[config.mk]
export PLATFORM = sky130hd
export DESIGN_NAME = dyn_bus_sizer
export DESIGN_NICKNAME = d
export VERILOG_FILES = /design/src/rtl/dbs_pkg.sv /design/src/rtl/dbs_step_calc.sv /design/src/rtl/dbs_lane_steer.sv /design/src/rtl/dbs_read_gather.sv /design/src/rtl/dyn_bus_sizer.sv
export SDC_FILE = /design/constraint.sdc
export NUM_CORES = 1
export LEC_CHECK = 0
export BUFFER_PORTS_ARGS = -buffer_cell sky130_fd_sc_hd__buf_2
export CAP_MARGIN = 10
export CORE_ASPECT_RATIO = 0.5
export CORE_MARGIN = 10
export CORE_UTILIZATION = 57
export CTS_CLUSTER_DIAMETER = 120
export CTS_CLUSTER_SIZE = 30
export DETAILED_ROUTE_END_ITERATION = 10
export PLACE_DENSITY = 0.82
export SLEW_MARGIN = 20
export SYNTH_ARGS = -nofsm -noshare
export SYNTH_HDL_FRONTEND = slang
export SYNTH_HIERARCHICAL = 1
export SYNTH_SLANG_ARGS = --single-unit
[constraint.sdc]
create_clock -name clk -period 4.8 [get_ports clk]
set_input_delay 0.24 -clock clk [delete_from_list [all_inputs] [get_ports clk]]
set_output_delay 0.24 -clock clk [all_outputs]
set_load 0.05 [all_outputs]
[src/rtl/dbs_pkg.sv]
package dbs_pkg;

   typedef enum logic [1:0] {
      ACK_P32  = 2'b00,
      ACK_P16  = 2'b01,
      ACK_P8   = 2'b10,
      ACK_HOLD = 2'b11
   } ack_e;

   typedef enum logic {
      ST_IDLE = 1'b0,
      ST_XFER = 1'b1
   } seq_e;

   // operand length in bytes for a size code; both upper codes mean long
   function automatic logic [2:0] size_bytes(input logic [1:0] code);
      logic [2:0] n;
      case (code)
         2'b00:   n = 3'd1;
         2'b01:   n = 3'd2;
         default: n = 3'd4;
      endcase
      return n;
   endfunction

endpackage

[src/rtl/dbs_step_calc.sv]
module dbs_step_calc
   import dbs_pkg::*;
#(
   parameter int NLANE = 4,
   parameter int IDX_W = $clog2(NLANE),
   parameter int CNT_W = $clog2(NLANE + 1)
) (
   input  logic             clk,
   input  logic             rst_n,
   input  logic             busy,
   input  logic [1:0]       ack,
   input  logic [IDX_W-1:0] addr_lo,
   input  logic [CNT_W-1:0] rem,
   output logic             term,
   output logic [IDX_W-1:0] first_lane,
   output logic [CNT_W-1:0] step
);

   localparam int HALF = NLANE / 2;

   logic [CNT_W-1:0] room;

   always_comb begin
      term       = (ack_e'(ack) != ACK_HOLD);
      room       = CNT_W'(NLANE) - CNT_W'(addr_lo);
      first_lane = addr_lo;
      case (ack_e'(ack))
         ACK_P8: begin
            room       = CNT_W'(1);
            first_lane = '0;
         end
         ACK_P16: begin
            room       = CNT_W'(HALF) - CNT_W'(addr_lo[0]);
            first_lane = IDX_W'(addr_lo[0]);
         end
         default: begin
            room       = CNT_W'(NLANE) - CNT_W'(addr_lo);
            first_lane = addr_lo;
         end
      endcase
      if (!term)
         step = '0;
      else if (room < rem)
         step = room;
      else
         step = rem;
   end

   // a terminated cycle always moves at least one byte and never more than remain
   a_r8_step_in_range: assert property (@(posedge clk) disable iff (!rst_n)
      (busy && term) |-> (step != '0 && step <= rem));

endmodule

[src/rtl/dbs_lane_steer.sv]
module dbs_lane_steer #(
   parameter int NLANE  = 4,
   parameter int BYTE_W = 8,
   parameter int IDX_W  = $clog2(NLANE),
   parameter int CNT_W  = $clog2(NLANE + 1),
   parameter int DW     = NLANE * BYTE_W
) (
   input  logic [DW-1:0]    opnd,
   input  logic [CNT_W-1:0] rem,
   input  logic [IDX_W-1:0] addr_lo,
   output logic [DW-1:0]    lanes
);

   // byte idx of the remaining operand (0 = next byte to send), zero if none left
   function automatic logic [BYTE_W-1:0] pick(input logic [DW-1:0] op,
                                              input logic [CNT_W-1:0] r,
                                              input int idx);
      logic [BYTE_W-1:0] b;
      b = '0;
      if (idx >= 0 && idx < int'(r))
         b = op[(NLANE-1-idx)*BYTE_W +: BYTE_W];
      return b;
   endfunction

   for (genvar L = 0; L < NLANE; L++) begin : g_lane
      localparam int HI = (NLANE - L) * BYTE_W - 1;
      if (L == 0) begin : g_top
         // every port width reads its first byte here unless offset says otherwise
         assign lanes[HI -: BYTE_W] = pick(opnd, rem, 0);
      end else if (L == 1) begin : g_second
         // half-width view: odd address puts the first byte here
         assign lanes[HI -: BYTE_W] = pick(opnd, rem, addr_lo[0] ? 0 : 1);
      end else begin : g_full
         assign lanes[HI -: BYTE_W] = (int'(addr_lo) <= L)
                                      ? pick(opnd, rem, L - int'(addr_lo))
                                      : '0;
      end
   end

endmodule

[src/rtl/dbs_read_gather.sv]
module dbs_read_gather #(
   parameter int NLANE  = 4,
   parameter int BYTE_W = 8,
   parameter int IDX_W  = $clog2(NLANE),
   parameter int CNT_W  = $clog2(NLANE + 1),
   parameter int DW     = NLANE * BYTE_W
) (
   input  logic             clk,
   input  logic             rst_n,
   input  logic             clear,
   input  logic             cap,
   input  logic [IDX_W-1:0] first_lane,
   input  logic [CNT_W-1:0] step,
   input  logic [CNT_W-1:0] got,
   input  logic [DW-1:0]    rdata,
   output logic [DW-1:0]    assembled
);

   logic [DW-1:0] asm_q;
   logic [DW-1:0] asm_d;

   always_comb begin
      asm_d = asm_q;
      for (int k = 0; k < NLANE; k++) begin
         int lane;
         int pos;
         lane = int'(first_lane) + k;
         pos  = int'(got) + k;
         if (k < int'(step) && lane < NLANE && pos < NLANE)
            asm_d[(NLANE-1-pos)*BYTE_W +: BYTE_W] = rdata[(NLANE-1-lane)*BYTE_W +: BYTE_W];
      end
   end

   always_ff @(posedge clk or negedge rst_n) begin
      if (!rst_n)
         asm_q <= '0;
      else if (clear)
         asm_q <= '0;
      else if (cap)
         asm_q <= asm_d;
   end

   assign assembled = asm_q;

   // a capture never happens in the same cycle as a fresh start
   a_r10_no_clear_capture: assert property (@(posedge clk) disable iff (!rst_n)
      !(clear && cap));

endmodule

[src/rtl/dyn_bus_sizer.sv]
module dyn_bus_sizer
   import dbs_pkg::*;
#(
   parameter int ADDR_W  = 32,
   parameter int NLANE   = 4,
   parameter int BYTE_W  = 8,
   parameter bit READ_EN = 1'b1,
   localparam int DW     = NLANE * BYTE_W,
   localparam int IDX_W  = $clog2(NLANE),
   localparam int CNT_W  = $clog2(NLANE + 1)
) (
   input  logic              clk,
   input  logic              rst_n,
   input  logic              req_valid,
   output logic              req_ready,
   input  logic [ADDR_W-1:0] req_addr,
   input  logic [1:0]        req_size,
   input  logic              req_write,
   input  logic [DW-1:0]     req_wdata,
   output logic              bus_cyc,
   output logic [ADDR_W-1:0] bus_addr,
   output logic              bus_write,
   output logic [DW-1:0]     bus_wdata,
   input  logic [1:0]        bus_ack,
   input  logic [DW-1:0]     bus_rdata,
   output logic              xfer_done,
   output logic [DW-1:0]     rd_data
);

   if (NLANE != 4) begin : g_bad_lanes
      $error("dyn_bus_sizer: NLANE must be 4");
   end
   if (BYTE_W < 1) begin : g_bad_byte
      $error("dyn_bus_sizer: BYTE_W must be positive");
   end
   if (ADDR_W <= IDX_W) begin : g_bad_addr
      $error("dyn_bus_sizer: ADDR_W too narrow");
   end

   seq_e              st_q;
   logic [ADDR_W-1:0] addr_q;
   logic [CNT_W-1:0]  rem_q;
   logic [CNT_W-1:0]  got_q;
   logic [CNT_W-1:0]  total_q;
   logic [DW-1:0]     opnd_q;
   logic              rw_q;
   logic              done_q;

   logic              accept;
   logic              busy;
   logic              term;
   logic              last;
   logic [IDX_W-1:0]  first_lane;
   logic [CNT_W-1:0]  step;
   logic [CNT_W-1:0]  req_nb;
   logic [DW-1:0]     steer;
   logic [DW-1:0]     assembled;

   assign busy   = (st_q == ST_XFER);
   assign accept = req_valid && (st_q == ST_IDLE);
   assign req_nb = CNT_W'(size_bytes(req_size));
   assign last   = busy && term && (step == rem_q);

   dbs_step_calc #(
      .NLANE (NLANE),
      .IDX_W (IDX_W),
      .CNT_W (CNT_W)
   ) u_step (
      .clk        (clk),
      .rst_n      (rst_n),
      .busy       (busy),
      .ack        (bus_ack),
      .addr_lo    (addr_q[IDX_W-1:0]),
      .rem        (rem_q),
      .term       (term),
      .first_lane (first_lane),
      .step       (step)
   );

   dbs_lane_steer #(
      .NLANE  (NLANE),
      .BYTE_W (BYTE_W),
      .IDX_W  (IDX_W),
      .CNT_W  (CNT_W),
      .DW     (DW)
   ) u_steer (
      .opnd    (opnd_q),
      .rem     (rem_q),
      .addr_lo (addr_q[IDX_W-1:0]),
      .lanes   (steer)
   );

   if (READ_EN) begin : g_read
      dbs_read_gather #(
         .NLANE  (NLANE),
         .BYTE_W (BYTE_W),
         .IDX_W  (IDX_W),
         .CNT_W  (CNT_W),
         .DW     (DW)
      ) u_gather (
         .clk        (clk),
         .rst_n      (rst_n),
         .clear      (accept),
         .cap        (busy && term && !rw_q),
         .first_lane (first_lane),
         .step       (step),
         .got        (got_q),
         .rdata      (bus_rdata),
         .assembled  (assembled)
      );
   end else begin : g_no_read
      assign assembled = '0;
   end

   always_ff @(posedge clk or negedge rst_n) begin
      if (!rst_n) begin
         st_q    <= ST_IDLE;
         addr_q  <= '0;
         rem_q   <= '0;
         got_q   <= '0;
         total_q <= '0;
         opnd_q  <= '0;
         rw_q    <= 1'b0;
         done_q  <= 1'b0;
      end else begin
         done_q <= 1'b0;
         if (accept) begin
            st_q    <= ST_XFER;
            addr_q  <= req_addr;
            rem_q   <= req_nb;
            got_q   <= '0;
            total_q <= req_nb;
            opnd_q  <= req_wdata << (BYTE_W * (NLANE - int'(req_nb)));
            rw_q    <= req_write;
         end else if (busy && term) begin
            addr_q <= addr_q + ADDR_W'(step);
            rem_q  <= rem_q - step;
            got_q  <= got_q + step;
            opnd_q <= opnd_q << (BYTE_W * int'(step));
            if (last) begin
               st_q   <= ST_IDLE;
               done_q <= 1'b1;
            end
         end
      end
   end

   assign req_ready = (st_q == ST_IDLE);
   assign bus_cyc   = busy;
   assign bus_addr  = addr_q;
   assign bus_write = rw_q;
   assign bus_wdata = (busy && rw_q) ? steer : '0;
   assign xfer_done = done_q;
   assign rd_data   = assembled >> (BYTE_W * (NLANE - int'(total_q)));

   // a taken request opens a bus cycle at the requested address
   a_r2_accept_starts: assert property (@(posedge clk) disable iff (!rst_n)
      (req_valid && req_ready) |=> (bus_cyc && bus_addr == $past(req_addr)));

   // the wait code keeps the cycle, its address and its data
   a_r3_hold_keeps_cycle: assert property (@(posedge clk) disable iff (!rst_n)
      (bus_cyc && bus_ack == 2'b11) |=> (bus_cyc && $stable(bus_addr) && $stable(bus_wdata)));

   // an open cycle always has bytes left to move
   a_r8_bytes_left: assert property (@(posedge clk) disable iff (!rst_n)
      bus_cyc |-> (rem_q != '0));

   // completion follows a bus cycle and lasts one clock
   a_r9_done_after_cycle: assert property (@(posedge clk) disable iff (!rst_n)
      xfer_done |-> ($past(bus_cyc) && !bus_cyc));

   a_r9_done_single: assert property (@(posedge clk) disable iff (!rst_n)
      xfer_done |=> !xfer_done);

endmodule

# Word level (Yosys, flattened, before mapping)
# Cells that the tools add are included.
[totals]
register_bits = 108
latchBits = 0
mem_bits_rw = 0
romBits = 0
input_bits = 104
n_memories = 0
[op_classes]
add_sub_neg = 30
multipliers = 0
div = 0
order_cmp = 21
n_eq_ne = 5
n_shift = 18
n_mux = 36
n_bitwise = 1
n_reduce_logical = 22
[op_table]
columns = ["cell", "count"]
rows = [
  ["$mux W32", 11],
  ["$shiftx A32 B32 Y8", 7],
  ["$sub A3 B29 Y29 const A", 7],
  ["$lt A32 B4 Y1 const B", 6],
  ["$neg A32 Y33", 4],
  ["$shift A8 B33 Y32 const A", 4],
  ["$shiftx A8 B33 Y32", 4],
  ["$bwmux W32", 4],
  ["$mux W8", 5],
  ["$add A32 B3 Y32", 1],
  ["$ge A32 B1 Y1 const B", 1],
  ["$lt A32 B4 Y1", 1],
  ["$shl A32 B32 Y32", 1],
  ["$shl A32 B6 Y32", 1],
  ["$shr A32 B32 Y32", 1],
  ["$mux W3", 6],
  ["$logic_and A1 B1 Y1", 16],
  ["$sub A3 B3 Y4 const A", 4],
  ["$pmux W3 S2", 2],
  ["$lt A1 B3 Y1 const A", 3],
  ["$sub A2 B2 Y3 const A", 3],
  ["$add A3 B2 Y4 const B", 2],
  ["$lt A3 B4 Y1", 2],
  ["$mux W1", 7],
  ["other kinds (24)", 30],
]

# Depth between registers and ports, before layout
[logic_depth]
ltp_word = 17
ltp_mapped = 17

# By module
# The synthesis kept the hierarchy.
[by_module_without_submodules]
columns = ["mod", "instances", "cells_each", "area_each_um2"]
rows = [
  ["dyn_bus_sizer", 1, 624, 5168.7],
  ["dbs_read_gather", 1, 486, 4352.9],
  ["dbs_lane_steer", 1, 89, 790.8],
  ["dbs_step_calc", 1, 32, 224.0],
]

# Worst setup path after synthesis
# OpenSTA, ideal clock, no wires.
[synth_path]
path_kind = "register -> register"
from = "reg addr_q[0], in the netlist bus_addr[0]"
to = "reg addr_q[31], in the netlist bus_addr[31]"
setup_ns = 0.087
t_arrival_ns = 4.013
required_time_ns = 4.713
setup_slack_ns = 0.700
path_stages_with_launch = 16
n_path_buf = 2
path_cell_list = "dfrtp_1 -> inv_1 -> ha_1 -> and2_2 -> ha_1 -> a21oi_2 -> a21oi_1 -> a311oi_1 -> ha_1 -> nand3_1 -> and2_1 -> clkbuf_1 -> or3_1 -> clkbuf_2 -> or4_1 -> o211ai_1"
[synth_via]
elab_chain_cells = 8
[synth_rtl]
columns = ["element", "line_no", "text"]
rows = [
  ["start: declaration", "dyn_bus_sizer.sv:41", "logic [ADDR_W-1:0] addr_q;"],
  ["start signal: assignment", "dyn_bus_sizer.sv:129", "addr_q <= req_addr;"],
  ["start signal: assignment", "dyn_bus_sizer.sv:136", "addr_q <= addr_q + ADDR_W'(step);"],
  ["$sub A3 B2 Y3 / $sub A2 B1 Y3 (equally long branches)", "--", ""],
  ["$pmux W3 S2 (*)", "dbs_step_calc.sv:27", "case (ack_e'(ack))"],
  ["$lt A3 B3 Y1", "dbs_step_calc.sv:43", "else if (room < rem)"],
  ["$mux W3 (*)", "dbs_step_calc.sv:43", ""],
  ["$mux W3 (*)", "dbs_step_calc.sv:41", "if (!term)"],
  ["via step[0]", "dyn_bus_sizer.sv:54", "logic [CNT_W-1:0] step;"],
  ["$add A32 B3 Y32 (*)", "dyn_bus_sizer.sv:136", ""],
  ["$mux W32 (*)", "dyn_bus_sizer.sv:135", "end else if (busy && term) begin"],
  ["$mux W32 (*)", "dyn_bus_sizer.sv:127", "if (accept) begin"],
]
# Mark *: on every way through the listed nets, which the timed path passes. The rest lies on a longest branch. The select of a mux whose other input is x is not followed.
# A chain may end at the register's enable or synchronous reset.

# Worst setup path in the final report
[layout_path]
from = "reg got_q[1]"
to = "reg g_read.u_gather.asm_q[17], in the netlist g_read.u_gather/assembled[17]"
[layout_via]
elab_chain_cells = 13
[layout_rtl]
columns = ["element", "line_no", "text"]
rows = [
  ["start: declaration", "dyn_bus_sizer.sv:43", "logic [CNT_W-1:0] got_q;"],
  ["start signal: assignment", "dyn_bus_sizer.sv:138", "got_q <= got_q + step;"],
  ["branches (longest 10 deep; another with $neg A32 Y33)", "--", ""],
  ["$mux W32 (*)", "dbs_read_gather.sv:29", "if (k < int'(step) && lane < NLANE && pos < NLANE)"],
  ["$mux W32 (*)", "dbs_read_gather.sv:39", "else if (cap)"],
  ["$mux W32 (*)", "dbs_read_gather.sv:37", "else if (clear)"],
  ["end signal: assignment", "dbs_read_gather.sv:40", "asm_q <= asm_d;"],
  ["end: declaration", "dbs_read_gather.sv:19", "logic [DW-1:0] asm_q;"],
]
# Mark *: on every way between the ends. The select of a mux whose other input is x is not followed.

==> key figures <==
Floorplan
  • Rows: 35
  • Initial Util: 57.70%
  • Vert. Die Dim: 116.1 um
  • Die footprint: 24650 um2
  • Die width: 212.3 um
  • Core ar.: 18260 um2
  • # IOs: 204

Global route
  • GRT Total Usage: 29.14%
  • Pin count of the biggest net entering global routing: 65
  • Vias in the first global route: 10800
  • Initial antenna violation count: 0
  • First-pass GRT wire length: 57350 um
  • Gr ovfl total: 0

Run status
  • Failing checks: hold timing
  • Status: finished, violations left

Place
  • Routability congestion estimate: 0.9923
  • Post-DP HPWL: approximately 27000 um
  • Port buffer count: 203
  • DP Area: 11730 um2

Route
  • Detailed-router iteration count before antenna repair: 6
  • Drt drc: 0
  • Routed WL: roughly 37000 um
  • Vias: 10956
  • First DRT Iteration DRCs: roughly 1400
  • Post-route ant nets: 0
  • WL/cell: between 20 and 25 um
  • Vias per inst: 6.693

Pwr
  • Net Sw Power: 5.617 mW
  • Pwr Total: ~9.7 mW
  • Power per cell area: 804.7 nW/um2
  • Logic pwr share: 73.2%
  • Register share of total power: 19.1%
  • Clock Power Share: 7.6%
  • Pint: about 4.0 mW
  • Leak Pwr: 5.555 nW
  • Switching portion of total power: 58.14%
  • VDD IR max: about 0.41 mV

Logic synthesis
  • Synth warn: 6
  • Number of synthesized flops with an enable pin: 0
  • Synth Register Bits: approximately 110
  • Syn_nets: 1384
  • Synth cell count leaders: nor2_1 (134), nand2_1 (124), dfrtp_1 (108)
  • Mapped Cells: 1231
  • Most used DFF post-synth: dfrtp_1
  • Share of flip-flops with an asynchronous set or reset: between 90% and 100%
  • Synth top area share: 25.65%
  • Count leader, synth: nor2_1
  • Synth unique cells: 86
  • Seq/Total Area, Yosys: 25.65%
  • Area contributors post-synth: dfrtp_1 (26%), mux2i_1 (8.8%), ha_1 (5.5%)
  • Yosys top cell by area: dfrtp_1
  • Syn_area_per_cell: 8.559 um2
  • Syn Std Cell Area: 10540 um2

STA
  • Final worst path period need: 4.034 ns
  • RSZ-0062 raised after global routing: no
  • Fmax: between 200 and 250 MHz
  • Hold_ws: -0.03023 ns
  • Setup TNS: 0 ns
  • Final count of negative-setup-slack endpoints: 0
  • Final Max Slew Viols: 0
  • Final hold violations: 47
  • Worst-Margin Slew: 0.8862 ns
  • Final worst path period share: 84.03%
  • Setup Skew: 0.008546 ns
  • Max-Slew Margin vs Limit: 40.92%

Setup path
  • Slowest stage delay, CP: roughly 0.71 ns
  • Crit path max-delay family: simple AND/OR/NAND/NOR gates
  • CP bufs+invs: 1
  • Nature of the critical path endpoint: flip-flop
  • Crit path cell chain: inv_1 > ha_1 > nor3b_2 > nand2_1 > ha_1 > nor4bb_1 > nand4_1 > or4_1 > o21ai_0 > o221ai_1 > o211ai_1
  • Maximum fanout along the worst path: 11
  • CP dominant cell by count: ha_1
  • Setup CP Type: reg2reg
  • Worst path required time: 5.07 ns
  • Slowest cell on the critical path: or4_1
  • Setup crit start kind: flip-flop
  • Crit path DAT: 4.31 ns

Finish
  • Cell area after layout: approximately 12000 um2
  • Area Growth Syn to Fin: 13.95%
  • Fraction of layout cells with a size suffix above 1: 22.98%
  • Final net count: 1546
  • Diode count: 0

CTS
  • Clock slew at reported path FFs: 0.08 ns
  • Hold Buf Count CTS: 0
  • H-Tree Depth: 3
  • Clock tree root buffer cell: clkbuf_16
  • PostCTS Resize Cnt: 0
  • Post-CTS Setup Inserts: 0
  • Num CTS Buffers: 9
  • CTS Buffer Depth: 2
  • Worst skew pair latency: 0.36 ns
  • CTS Sinks: around 110
  • CTS tree: built

Worst hold path
  • Hold crit path type: in2async

Run
  • Max-cap violations: 0
==> path summary, 6_finish.rpt <==
path	endpoint	slack, ns	from	depth (start not counted)
max	g_read.u_gather/assembled[17]	0.77	got_q[1]	11
min	opnd_q[31]	-0.03	rst_n	1
max reg2reg	g_read.u_gather/assembled[17]	0.77	got_q[1]	11
min reg2reg	opnd_q[3]	0.57	opnd_q[3]	1
max in group asynchronous	g_read.u_gather/assembled[1]	3.63	rst_n	2
min in group clk	bus_write	0.07	req_write	3
==> flip-flops by register name, indices dropped and copies added (netlist names), 3 cells and up <==
register	cells
got_q	3
opnd_q	32
bus_addr	32
g_read.u_gather/assembled	32
total_q	3
rem_q	3
==> logic make-up (layout without fill, tap and decap cells) <==
family          after synthesis  after routing  share of synthesized area [%]
compound gates              309            309                          21.45
xor+xnor                     26             26                          2.482
fa+ha+maj                    49             49                          6.033
buf+inv                     124            290                          4.999
flops                       108            108                          25.65
mux                         127            127                          15.35
simple gates                488            488                          24.04
==> power by group through the flow <==
stage	Combinational [mW]	Sequential, mW	Clock, mW
final	7.07	1.85	0.739
after floorplan	4.82	2.15	0
after global routing	7.58	1.91	0.784
after CTS	6.94	1.82	0.741
after detailed placement	6.92	1.83	0
after global placement	6.72	1.81	0
==> routing by layer <==
layer	up-vias	wire length [um]	GRT usage [%]
met1	5285	14880	37.56
li1	4900	-	-
met4	0	1219	10.30
met2	659	17420	49.09
met3	112	3483	4.634
met5	-	0	0
==> final cells by class <==
class | instances | area (um2)
Clock buffer | 11 | 242.7
Clock inverter | 4 | 33.78
Fill cell | 1537 | 6255
Inverter | 40 | 150.1
Multi-Input combinational cell | 999 | 7318
Sequential cell | 108 | 2703
Tap cell | 240 | 300.3
Timing Repair Buffer | 235 | 1259
==> layout by cell type, fill, tap and decap left out, drive strengths merged, types with 21 or more instances in the layout <==
| master | n |
|---|---|
| a22o | 24 |
| nand2 | 126 |
| nor2 | 134 |
| o211ai | 21 |
| o21ai | 82 |
| mux4 | 25 |
| dfrtp | 108 |
| buf | 235 |
| a211oi | 40 |
| and3 | 52 |
| a21oi | 22 |
| nand3 | 31 |
| inv | 40 |
| mux2i | 93 |
| nor2b | 24 |
| ha | 46 |
==> metrics by stage <==
step,worst slack (ns),hold slack [ns],cells,util (%)
floorplan,0.7000,-0.05559,1231,-
global placement,1.005,0.3848,1622,64.21
detailed placement,0.8670,0.3919,1622,64.21
CTS,0.9309,0.01010,1637,65.72
global route,0.5348,0.03207,1637,65.75
finish,0.7664,-0.03023,1637,65.75
Power figures use the tool's default switching activity.
